**config.mk**
```make
export PLATFORM = sky130hd
export DESIGN_NAME = cce_estimator
export DESIGN_NICKNAME = d
export VERILOG_FILES = /design/src/rtl/cce_pkg.sv /design/src/rtl/cce_issue_model.sv /design/src/rtl/cce_divider.sv /design/src/rtl/cce_estimator.sv
export SDC_FILE = /design/constraint.sdc
export NUM_CORES = 2
export LEC_CHECK = 0
export BUFFER_PORTS_ARGS = -buffer_cell sky130_fd_sc_hd__buf_4
export CORE_MARGIN = 5
export CORE_UTILIZATION = 50
export DETAILED_ROUTE_END_ITERATION = 8
export PLACE_DENSITY = 0.76
export SETUP_SLACK_MARGIN = 0.1
export SLEW_MARGIN = 20
export SYNTH_ARGS = -nofsm -noshare
export SYNTH_HDL_FRONTEND = slang
export SYNTH_SLANG_ARGS = --single-unit
```
**constraint.sdc**
```tcl
create_clock -name clk -period 45 [get_ports clk]
set_input_delay 6.75 -clock clk [delete_from_list [all_inputs] [get_ports clk]]
set_output_delay 6.75 -clock clk [all_outputs]
set_load 0.01 [all_outputs]
```
**src/rtl/cce_pkg.sv**
```systemverilog
package cce_pkg;

    localparam int Q_W    = 16;
    localparam int Q_FRAC = 8;

    typedef logic [Q_W-1:0] q_t;

    localparam q_t Q_ONE = q_t'(1) << Q_FRAC;
    localparam q_t Q_MAX = '1;

    // Q8.8 multiply, truncated, saturating
    function automatic q_t q_mul_sat(input q_t a, input q_t b);
        logic [2*Q_W-1:0] prod;
        logic [2*Q_W-1:0] shifted;
        prod    = {{Q_W{1'b0}}, a} * {{Q_W{1'b0}}, b};
        shifted = prod >> Q_FRAC;
        if (|shifted[2*Q_W-1:Q_W]) return Q_MAX;
        return shifted[Q_W-1:0];
    endfunction

    // Q8.8 add, saturating
    function automatic q_t q_add_sat(input q_t a, input q_t b);
        logic [Q_W:0] sum;
        sum = {1'b0, a} + {1'b0, b};
        if (sum[Q_W]) return Q_MAX;
        return sum[Q_W-1:0];
    endfunction

endpackage

```
**src/rtl/cce_issue_model.sv**
```systemverilog
// Combinational in-order issue model: expected base IPC from the
// dependency-distance histogram.
module cce_issue_model
    import cce_pkg::*;
#(
    parameter int SMALL_W = 4
) (
    input  logic [(SMALL_W-1)*Q_W-1:0] hist,
    output q_t                         ipc
);
    localparam int BINS  = SMALL_W - 1;
    localparam int ACC_W = Q_W + $clog2(SMALL_W * SMALL_W + 1);

    q_t cum  [BINS];
    q_t comp [BINS];
    q_t pref [SMALL_W];
    q_t prob [SMALL_W];

    assign pref[0] = Q_ONE;

    for (genvar k = 0; k < BINS; k++) begin : g_bin
        if (k == 0) begin : g_first
            assign cum[k] = hist[Q_W-1:0];
        end else begin : g_next
            assign cum[k] = q_add_sat(cum[k-1], hist[k*Q_W +: Q_W]);
        end
        // negative complement clamps to zero
        assign comp[k]   = (cum[k] >= Q_ONE) ? '0 : (Q_ONE - cum[k]);
        assign pref[k+1] = q_mul_sat(pref[k], comp[k]);
        assign prob[k]   = q_mul_sat(pref[k], cum[k]);
    end

    assign prob[SMALL_W-1] = pref[SMALL_W-1];

    logic [ACC_W-1:0] acc;
    always_comb begin
        acc = '0;
        for (int k = 0; k < SMALL_W; k++) begin
            acc = acc + ACC_W'(k + 1) * ACC_W'(prob[k]);
        end
        ipc = (|acc[ACC_W-1:Q_W]) ? Q_MAX : acc[Q_W-1:0];
    end

endmodule

```
**src/rtl/cce_divider.sv**
```systemverilog
// Sequential restoring Q8.8 divider: quot = (num << FRAC) / den, saturating.
module cce_divider
    import cce_pkg::*;
(
    input  logic clk,
    input  logic rst_n,
    input  logic start,
    input  q_t   num,
    input  q_t   den,
    output logic done,
    output q_t   quot
);
    localparam int DVD_W = Q_W + Q_FRAC;
    localparam int CNT_W = $clog2(DVD_W + 1);

    typedef struct packed {
        logic             busy;
        logic [CNT_W-1:0] cnt;
        q_t               rem;
        logic [DVD_W-1:0] dq;
        q_t               den;
        logic             done;
        q_t               quot;
    } div_st_t;

    div_st_t st_d, st_q;

    logic [Q_W:0]     trial;
    logic             qbit;
    logic [DVD_W-1:0] dq_next;
    q_t               rem_next;

    always_comb begin
        st_d      = st_q;
        st_d.done = 1'b0;
        trial     = {st_q.rem, st_q.dq[DVD_W-1]};
        qbit      = (trial >= {1'b0, st_q.den});
        rem_next  = qbit ? q_t'(trial - {1'b0, st_q.den}) : trial[Q_W-1:0];
        dq_next   = {st_q.dq[DVD_W-2:0], qbit};
        if (start && !st_q.busy) begin
            st_d.busy = 1'b1;
            st_d.cnt  = '0;
            st_d.rem  = '0;
            st_d.dq   = {num, {Q_FRAC{1'b0}}};
            st_d.den  = den;
        end else if (st_q.busy) begin
            st_d.rem = rem_next;
            st_d.dq  = dq_next;
            st_d.cnt = st_q.cnt + 1'b1;
            if (st_q.cnt == CNT_W'(DVD_W - 1)) begin
                st_d.busy = 1'b0;
                st_d.done = 1'b1;
                st_d.quot = (|dq_next[DVD_W-1:Q_W]) ? Q_MAX : dq_next[Q_W-1:0];
            end
        end
    end

    always_ff @(posedge clk or negedge rst_n) begin
        if (!rst_n) st_q <= '0;
        else        st_q <= st_d;
    end

    assign done = st_q.done;
    assign quot = st_q.quot;

endmodule

```
**src/rtl/cce_estimator.sv**
```systemverilog
// Cross-core CPI estimator top.
module cce_estimator
    import cce_pkg::*;
#(
    parameter int ROB_SIZE = 128,
    parameter int BIG_W    = 4,
    parameter int SMALL_W  = 4
) (
    input  logic                        clk,
    input  logic                        rst_n,
    input  logic                        start,
    input  logic                        est_small,
    input  logic [15:0]                 mem_cpi,
    input  logic [15:0]                 miss_per_instr,
    input  logic [15:0]                 mlp_meas,
    input  logic [15:0]                 dep_dist,
    input  logic [(SMALL_W-1)*16-1:0]   dep_hist,
    output logic                        busy,
    output logic                        done,
    output logic [15:0]                 est_base_cpi,
    output logic [15:0]                 est_mem_cpi,
    output logic [15:0]                 est_total_cpi
);
    localparam int HIST_W = (SMALL_W - 1) * Q_W;
    localparam int ROB_W  = $clog2(ROB_SIZE + 1);
    localparam int WIDE   = Q_W + ROB_W;
    localparam logic [WIDE-1:0] ROB_K = WIDE'(ROB_SIZE);
    localparam q_t  BIG_BASE = q_t'(Q_ONE / q_t'(BIG_W));

    typedef enum logic [1:0] {
        ST_IDLE,
        ST_PREP,
        ST_RATIO,
        ST_SECOND
    } est_state_e;

    typedef struct packed {
        est_state_e        state;
        logic              dir;
        q_t                mem_in;
        q_t                mpi;
        q_t                mlp_in;
        q_t                dd;
        logic [HIST_W-1:0] hist;
        q_t                ipc;
        q_t                mem_est;
        logic              div_go;
        q_t                div_num;
        q_t                div_den;
        logic              done;
        q_t                base_o;
        q_t                mem_o;
        q_t                tot_o;
    } est_st_t;

    est_st_t st_d, st_q;

    logic            job_dir;
    logic            div_done;
    q_t              div_quot;
    q_t              ipc_w;
    logic [WIDE-1:0] mlp_big_w;
    q_t              mlp_big;
    q_t              mlp_small;
    q_t              fin_base;
    q_t              fin_mem;

    assign job_dir = st_q.dir;

    cce_issue_model #(
        .SMALL_W (SMALL_W)
    ) u_issue (
        .hist (st_q.hist),
        .ipc  (ipc_w)
    );

    cce_divider u_div (
        .clk   (clk),
        .rst_n (rst_n),
        .start (st_q.div_go),
        .num   (st_q.div_num),
        .den   (st_q.div_den),
        .done  (div_done),
        .quot  (div_quot)
    );

    assign mlp_big_w = WIDE'(st_q.mpi) * ROB_K;
    assign mlp_big   = (|mlp_big_w[WIDE-1:Q_W]) ? Q_MAX : mlp_big_w[Q_W-1:0];
    assign mlp_small = q_mul_sat(st_q.mpi, st_q.dd);
    assign fin_base  = job_dir ? div_quot : BIG_BASE;
    assign fin_mem   = job_dir ? st_q.mem_est : div_quot;

    always_comb begin
        st_d        = st_q;
        st_d.div_go = 1'b0;
        st_d.done   = 1'b0;
        case (st_q.state)
            ST_IDLE: begin
                if (start) begin
                    st_d.dir    = est_small;
                    st_d.mem_in = mem_cpi;
                    st_d.mpi    = miss_per_instr;
                    st_d.mlp_in = mlp_meas;
                    st_d.dd     = dep_dist;
                    st_d.hist   = dep_hist;
                    st_d.state  = ST_PREP;
                end
            end
            ST_PREP: begin
                st_d.ipc     = ipc_w;
                st_d.div_go  = 1'b1;
                st_d.div_num = job_dir ? st_q.mlp_in : mlp_big;
                st_d.div_den = job_dir ? mlp_small : st_q.mlp_in;
                st_d.state   = ST_RATIO;
            end
            ST_RATIO: begin
                if (div_done) begin
                    st_d.div_go = 1'b1;
                    if (job_dir) begin
                        st_d.mem_est = q_mul_sat(st_q.mem_in, div_quot);
                        st_d.div_num = Q_ONE;
                        st_d.div_den = st_q.ipc;
                    end else begin
                        st_d.div_num = st_q.mem_in;
                        st_d.div_den = div_quot;
                    end
                    st_d.state = ST_SECOND;
                end
            end
            ST_SECOND: begin
                if (div_done) begin
                    st_d.base_o = fin_base;
                    st_d.mem_o  = fin_mem;
                    st_d.tot_o  = q_add_sat(fin_base, fin_mem);
                    st_d.done   = 1'b1;
                    st_d.state  = ST_IDLE;
                end
            end
            default: st_d.state = ST_IDLE;
        endcase
    end

    always_ff @(posedge clk or negedge rst_n) begin
        if (!rst_n) st_q <= '0;
        else        st_q <= st_d;
    end

    assign busy          = (st_q.state != ST_IDLE);
    assign done          = st_q.done;
    assign est_base_cpi  = st_q.base_o;
    assign est_mem_cpi   = st_q.mem_o;
    assign est_total_cpi = st_q.tot_o;

endmodule

```
Yosys cells after proc, flatten, opt, wreduce, memory -nomap -nowiden:

Index checks and enable logic that the tools add are counted.

* bits in registers: 308
* input bits: 116
* output and inout port bits: 50
* logic and storage cells: 132

* $add $sub $neg: 11
* $mul: 7
* magnitude comparators: 4
* equal/unequal tests: 7
* multiplexer cells: 58
* bitwise gates (word level): 1
* reductions and logical operators: 21

Operators with widths (count)
* 16-bit two-way mux: 29
* 16-bit by 16-bit multiplier with 32-bit output: 6
* 115-bit two-way mux: 1
* 49-bit two-way mux: 2
* 46-bit two-way mux: 2
* 33-bit case mux with 2 select lines: 1
* 8-bit OR reduction: 7
* 16-bit by 16-bit adder with 17-bit output: 3
* 17-bit two-way mux: 3
* 16-bit by 9-bit >= comparator with 1-bit output, second input constant: 3
* 9-bit by 16-bit subtractor with 16-bit output, first input constant: 3
* 21-bit by 18-bit adder with 21-bit output: 2
* 33-bit two-way mux: 1
* 32-bit two-way mux: 1
* 16-bit by 17-bit adder with 18-bit output: 1
* 2-bit by 16-bit multiplier with 18-bit output, first input constant: 1
* 17-bit by 16-bit >= comparator with 1-bit output: 1
* 16-bit subtractor: 1
* 1-bit two-way mux: 15
* 3-bit AND reduction: 3
* 2-bit case mux with 4 select lines: 1
* 7-bit OR reduction: 1
* 2-bit AND reduction: 3
* 2-bit nonzero test: 3
* other kinds (12): 15

Logic depth before layout (Yosys ltp):

* depth in word-level cells: 18
* depth in mapped cells: 97
* gate-level depth less buffers: 91

Hierarchy:

Synthesis repeated with hierarchy kept, for this count alone.

* cell total of the unflattened synthesis: 7465
* area total of the unflattened synthesis: 67727.5 µm²

Modules (own cells, without submodules)
* cce_issue_model: times used 1, cells an instance 4200, area each 36118.4 µm², sequential area each 0.0 µm²
* cce_estimator: times used 1, cells an instance 2824, area each 27312.4 µm², sequential area each 5730.5 µm²
* cce_divider: times used 1, cells an instance 441, area each 4296.6 µm², sequential area each 1976.9 µm²

Worst setup path after synthesis:

Ideal clock, no wire load.

* path kind: reg-to-reg
* from: register st_q[114] (netlist bit)
* to: register st_q[102] (netlist bit)
* library setup time: 0.137 ns
* data arrival time: 18.132 ns
* setup slack: 26.731 ns
* cell stages (with the launch flop): 85
* path buffers: 7
* clock period less this slack: 18.269 ns
* cells stage by stage: dfrtp_1 > ha_1 > fa_1 > a211oi_2 > o211ai_1 > a31oi_2 > o21ai_2 > or2_0 > buf_2 > inv_2 > ha_1 > nor3b_1 > nand2_1 > nor4_1 > nand2_1 > fa_1 > inv_1 > fa_1 > [... 49 more ...] > ha_1 > nor2b_1 > o21ai_0 > a21boi_0 > o21ai_0 > a21boi_0 > o21ai_0 > a21boi_0 > o21ai_0 > a21boi_0 > o21ai_0 > nor2_1 > o21a_1 > o21ai_0 > nand4_1 > inv_1 > clkbuf_1 > a21oi_1

* longest elaborated chain between the ends: 18

RTL lines
* start: declaration: line cce_estimator.sv:56 `est_st_t st_d, st_q;`
* start signal: assignment: line cce_estimator.sv:145 `else st_q <= st_d;`
* 16-bit by 16-bit adder with 17-bit output: line cce_pkg.sv:24 `sum = {1'b0, a} + {1'b0, b};`
* 1-bit two-way mux: line cce_pkg.sv:25 `if (sum[Q_W]) return Q_MAX;`
* 16-bit two-way mux: line cce_pkg.sv:26 `return sum[Q_W-1:0];`
* 9-bit by 16-bit subtractor with 16-bit output / 16-bit by 9-bit >= comparator with 1-bit output (equally long branches): line cce_issue_model.sv:28 `assign comp[k] = (cum[k] >= Q_ONE) ? '0 : (Q_ONE - cum[k]);`
* 16-bit two-way mux: line cce_issue_model.sv:28
* 16-bit by 16-bit multiplier with 32-bit output: line cce_pkg.sv:15 `prod = {{Q_W{1'b0}}, a} * {{Q_W{1'b0}}, b};`
* 8-bit OR reduction: line cce_pkg.sv:17 `if (|shifted[2*Q_W-1:Q_W]) return Q_MAX;`
* 1-bit two-way mux: line cce_pkg.sv:17
* [... 2 more ...]
* 8-bit OR reduction: line cce_pkg.sv:17
* 1-bit two-way mux: line cce_pkg.sv:17
* 16-bit two-way mux: line cce_pkg.sv:18 `return shifted[Q_W-1:0];`
* 2-bit by 16-bit multiplier with 18-bit output: line cce_issue_model.sv:39 `acc = acc + ACC_W'(k + 1) * ACC_W'(prob[k]);`
* 21-bit by 18-bit adder with 21-bit output: line cce_issue_model.sv:39
* 21-bit by 18-bit adder with 21-bit output *: line cce_issue_model.sv:39
* 5-bit OR reduction: line cce_issue_model.sv:41 `ipc = (|acc[ACC_W-1:Q_W]) ? Q_MAX : acc[Q_W-1:0];`
* 16-bit two-way mux *: line cce_issue_model.sv:41

Mark *: on every way between the ends. The rest lies on a longest branch, timed or not.
A chain may end at the register's enable or synchronous reset.

Worst setup path after layout:

* from: register st_q[114] (netlist bit)
* to: register st_q[107] (netlist bit)

Same word-level chain as after synthesis.

==> metrics.txt <==
Worst slew margin=15.3%; # setup viols final=0; root buf cell=clkbuf_16; EDFF count, synth=0; Filler Cell Count=11916; asr flop ratio synth=100%; HP Class=reg -> reg; Setup TNS=0 ns; PortBufs=165; Post-CTS Hold Fix Bufs=0; fin. max-slew vios=0; standard-cell rows=134; area delta synth->final=7.99%; top cells by area, synth=fa_1, ha_1, dfrtp_1; area of the core=133000 µm²; RSZ-0062 raised after global routing=false; critical path's largest stage delay=0.66 ns; CTS tree=built; Die Area=141000 µm²; slowest cell on the critical path=and4_1; Total GRT Usage=26.5%; DR vias=52243; Die X=375 µm; area leader, netlist=fa_1; max-cap viol count=0; Via density=5.46; initial antenna violation count=3; I/O pin cnt=166; min-delay src=st_q[72]$_DFFE_PN0P_; Worst Path Required=45.48 ns; Final Cycle Share=46.3%; Critical Path Fanout Max=22; status=finished clean; CTS max path bufs=3; Cell Area, Synth=66700 µm²; dpl hpwl=150000 µm; share of cells above drive strength 1=6.64%; Cell variety after synth=99; Synth Flop Type=dfrtp_1; DRT Pass-1 Iters=6; cell mode on critical path=fa_1; most frequent cells after synthesis=inv_1, fa_1, nand2_1, ha_1, nor2_1; CP Launch Point=st_q[114]$_DFFE_PN0P_; Synth Area per Inst=8.96 µm²; Worst Tran Pin Value=1.26 ns; vias in the first global route=55805; total gr overflow=0; Final Hold Vio Count=0; first-pass GRT wire length=297000 µm; GP Congestion=0.982; post-synthesis register bit count=308; chip height=375 µm; Initial Util=50.2%; Synthesis Warnings=0; minimum clock period=20.85 ns; crit path launch type=register; top-count cell post-synth=inv_1; Peak Freq=0.0480 GHz; Setup crit end kind=register; fin util=54.2%; total inserted antenna cells=0; Fin Clk Skew=0.0246 ns; post-synth top area share=35.8%; DRC errors left=0; largest net degree at the start of global routing=170; Final #Nets=9787; WL final=184000 µm; Routed wire per std cell=19.3 µm; Synth Instances=7445; post-CTS setup-driven buffer insertion count=0; Setup Crit Path Kind=reg -> reg; total clock sinks=308; Final ANT Viol Nets=0; starting DRC count in detailed routing=3896; R2R Path Start=st_q[114]$_DFFE_PN0P_; post-CTS sizing=0; CTS buffer count=42; CP arrival=21.32 ns; worst skew pair latency=0.65 ns; H-tree depth=2; Worst-path clk slew=0.06 ns; sequential share of the synthesized area=11.6%
## registers in the layout (all words and copies together) (netlist names)
name and cells:
st_q 179, u_div.st_q 39, u_div.dq_next 23, est_total_cpi 16, est_mem_cpi 16, est_base_cpi 16
job_dir 1, u_div.quot 16, u_div.done 1, done 1
## worst paths after layout
kind                            slack (ns)                    end  depth (start not counted)
worst max-delay path                 24.15  st_q[107]$_DFFE_PN0P_                         78
worst min-delay path                  0.48   st_q[72]$_DFFE_PN0P_                          2
worst max register to register       24.15  st_q[107]$_DFFE_PN0P_                         78
worst min register to register        0.48   st_q[72]$_DFFE_PN0P_                          2
max in group asynchronous            36.67  st_q[143]$_DFFE_PN0P_                          3
min in group asynchronous             6.13  st_q[224]$_DFFE_PN0P_                          1
## critical path, delay by kind of cell (launching register included)
kind	cells	cell delay (ns)
xor gates and xnor gates	2	0.54
and+or+nand+nor	16	3.95
AOI/OAI and AO/OA	33	6.54
buffers and inverters	7	0.69
DFF	1	0.46
adders and majority gates	20	8.49
## per-layer routing
metal,up-vias,GRT usage [%],part of all wire (%)
met5,-,0,0.0071
met2,2056,45.0,48
li1,23366,-,-
met3,444,4.52,7.6
met4,2,9.64,4.2
met1,26375,34.1,40
## through the flow
step | setup slack, ns | instance area, µm² | cells | hold WS (ns)
6_report | 24.15 | 72000 | 9565 | 0.479
3_5_place_dp | 24.55 | 70600 | 9487 | 0.469
2_1_floorplan | 26.73 | 68200 | 7842 | 0.445
5_1_grt | 22.96 | 72000 | 9565 | 0.506
3_3_place_gp | 24.95 | 70600 | 9487 | 0.463
4_1_cts | 24.44 | 72000 | 9565 | 0.483
## cell type report
cell class	instances	area (µm²)	area share [%]
inverter	1515	5690	7.90
sequential	308	7710	10.7
multi-input combinational	5674	53300	74.0
tap	1768	2210	3.07
timing repair buffer	222	1690	2.34
clock buffer	50	1090	1.52
clock inverter	28	307	0.426
## cells in the final DEF, fill, tap and decap left out, drive strengths merged, types with 33 or more instances in the layout
master,instances
xor2,70
nor2b,40
mux2,132
o21bai,35
inv,1521
dfrtp,308
ha,715
o21a,33
nor3,75
a21oi,261
fa,1193
xnor2,131
nand2,955
conb,399
a31oi,38
nor2,477
nand3,92
buf,222
a21o,80
or2,42
nand2b,43
and2,271
o22a,37
clkbuf,50
and3,37
o21ai,168
nand4,38
## cells by family (layout without fill, tap and decap cells)
logic type | after synthesis | in the layout | share of synthesized area (%)
XOR/XNOR | 201 | 201 | 2.64
flip-flops | 308 | 308 | 11.6
AND/OR/NAND/NOR | 2149 | 2149 | 14.6
buffers and inverters | 1860 | 1815 | 10.8
other | 2 | 399 | 0.0113
multiplexers | 162 | 162 | 2.69
adder cells (fa/ha/maj) | 1908 | 1908 | 49.2
AO/OA/AOI/OAI | 855 | 855 | 8.47
Power is not shown: default switching activity piles up to over one toggle a cycle in this logic, so the estimate is an artifact.
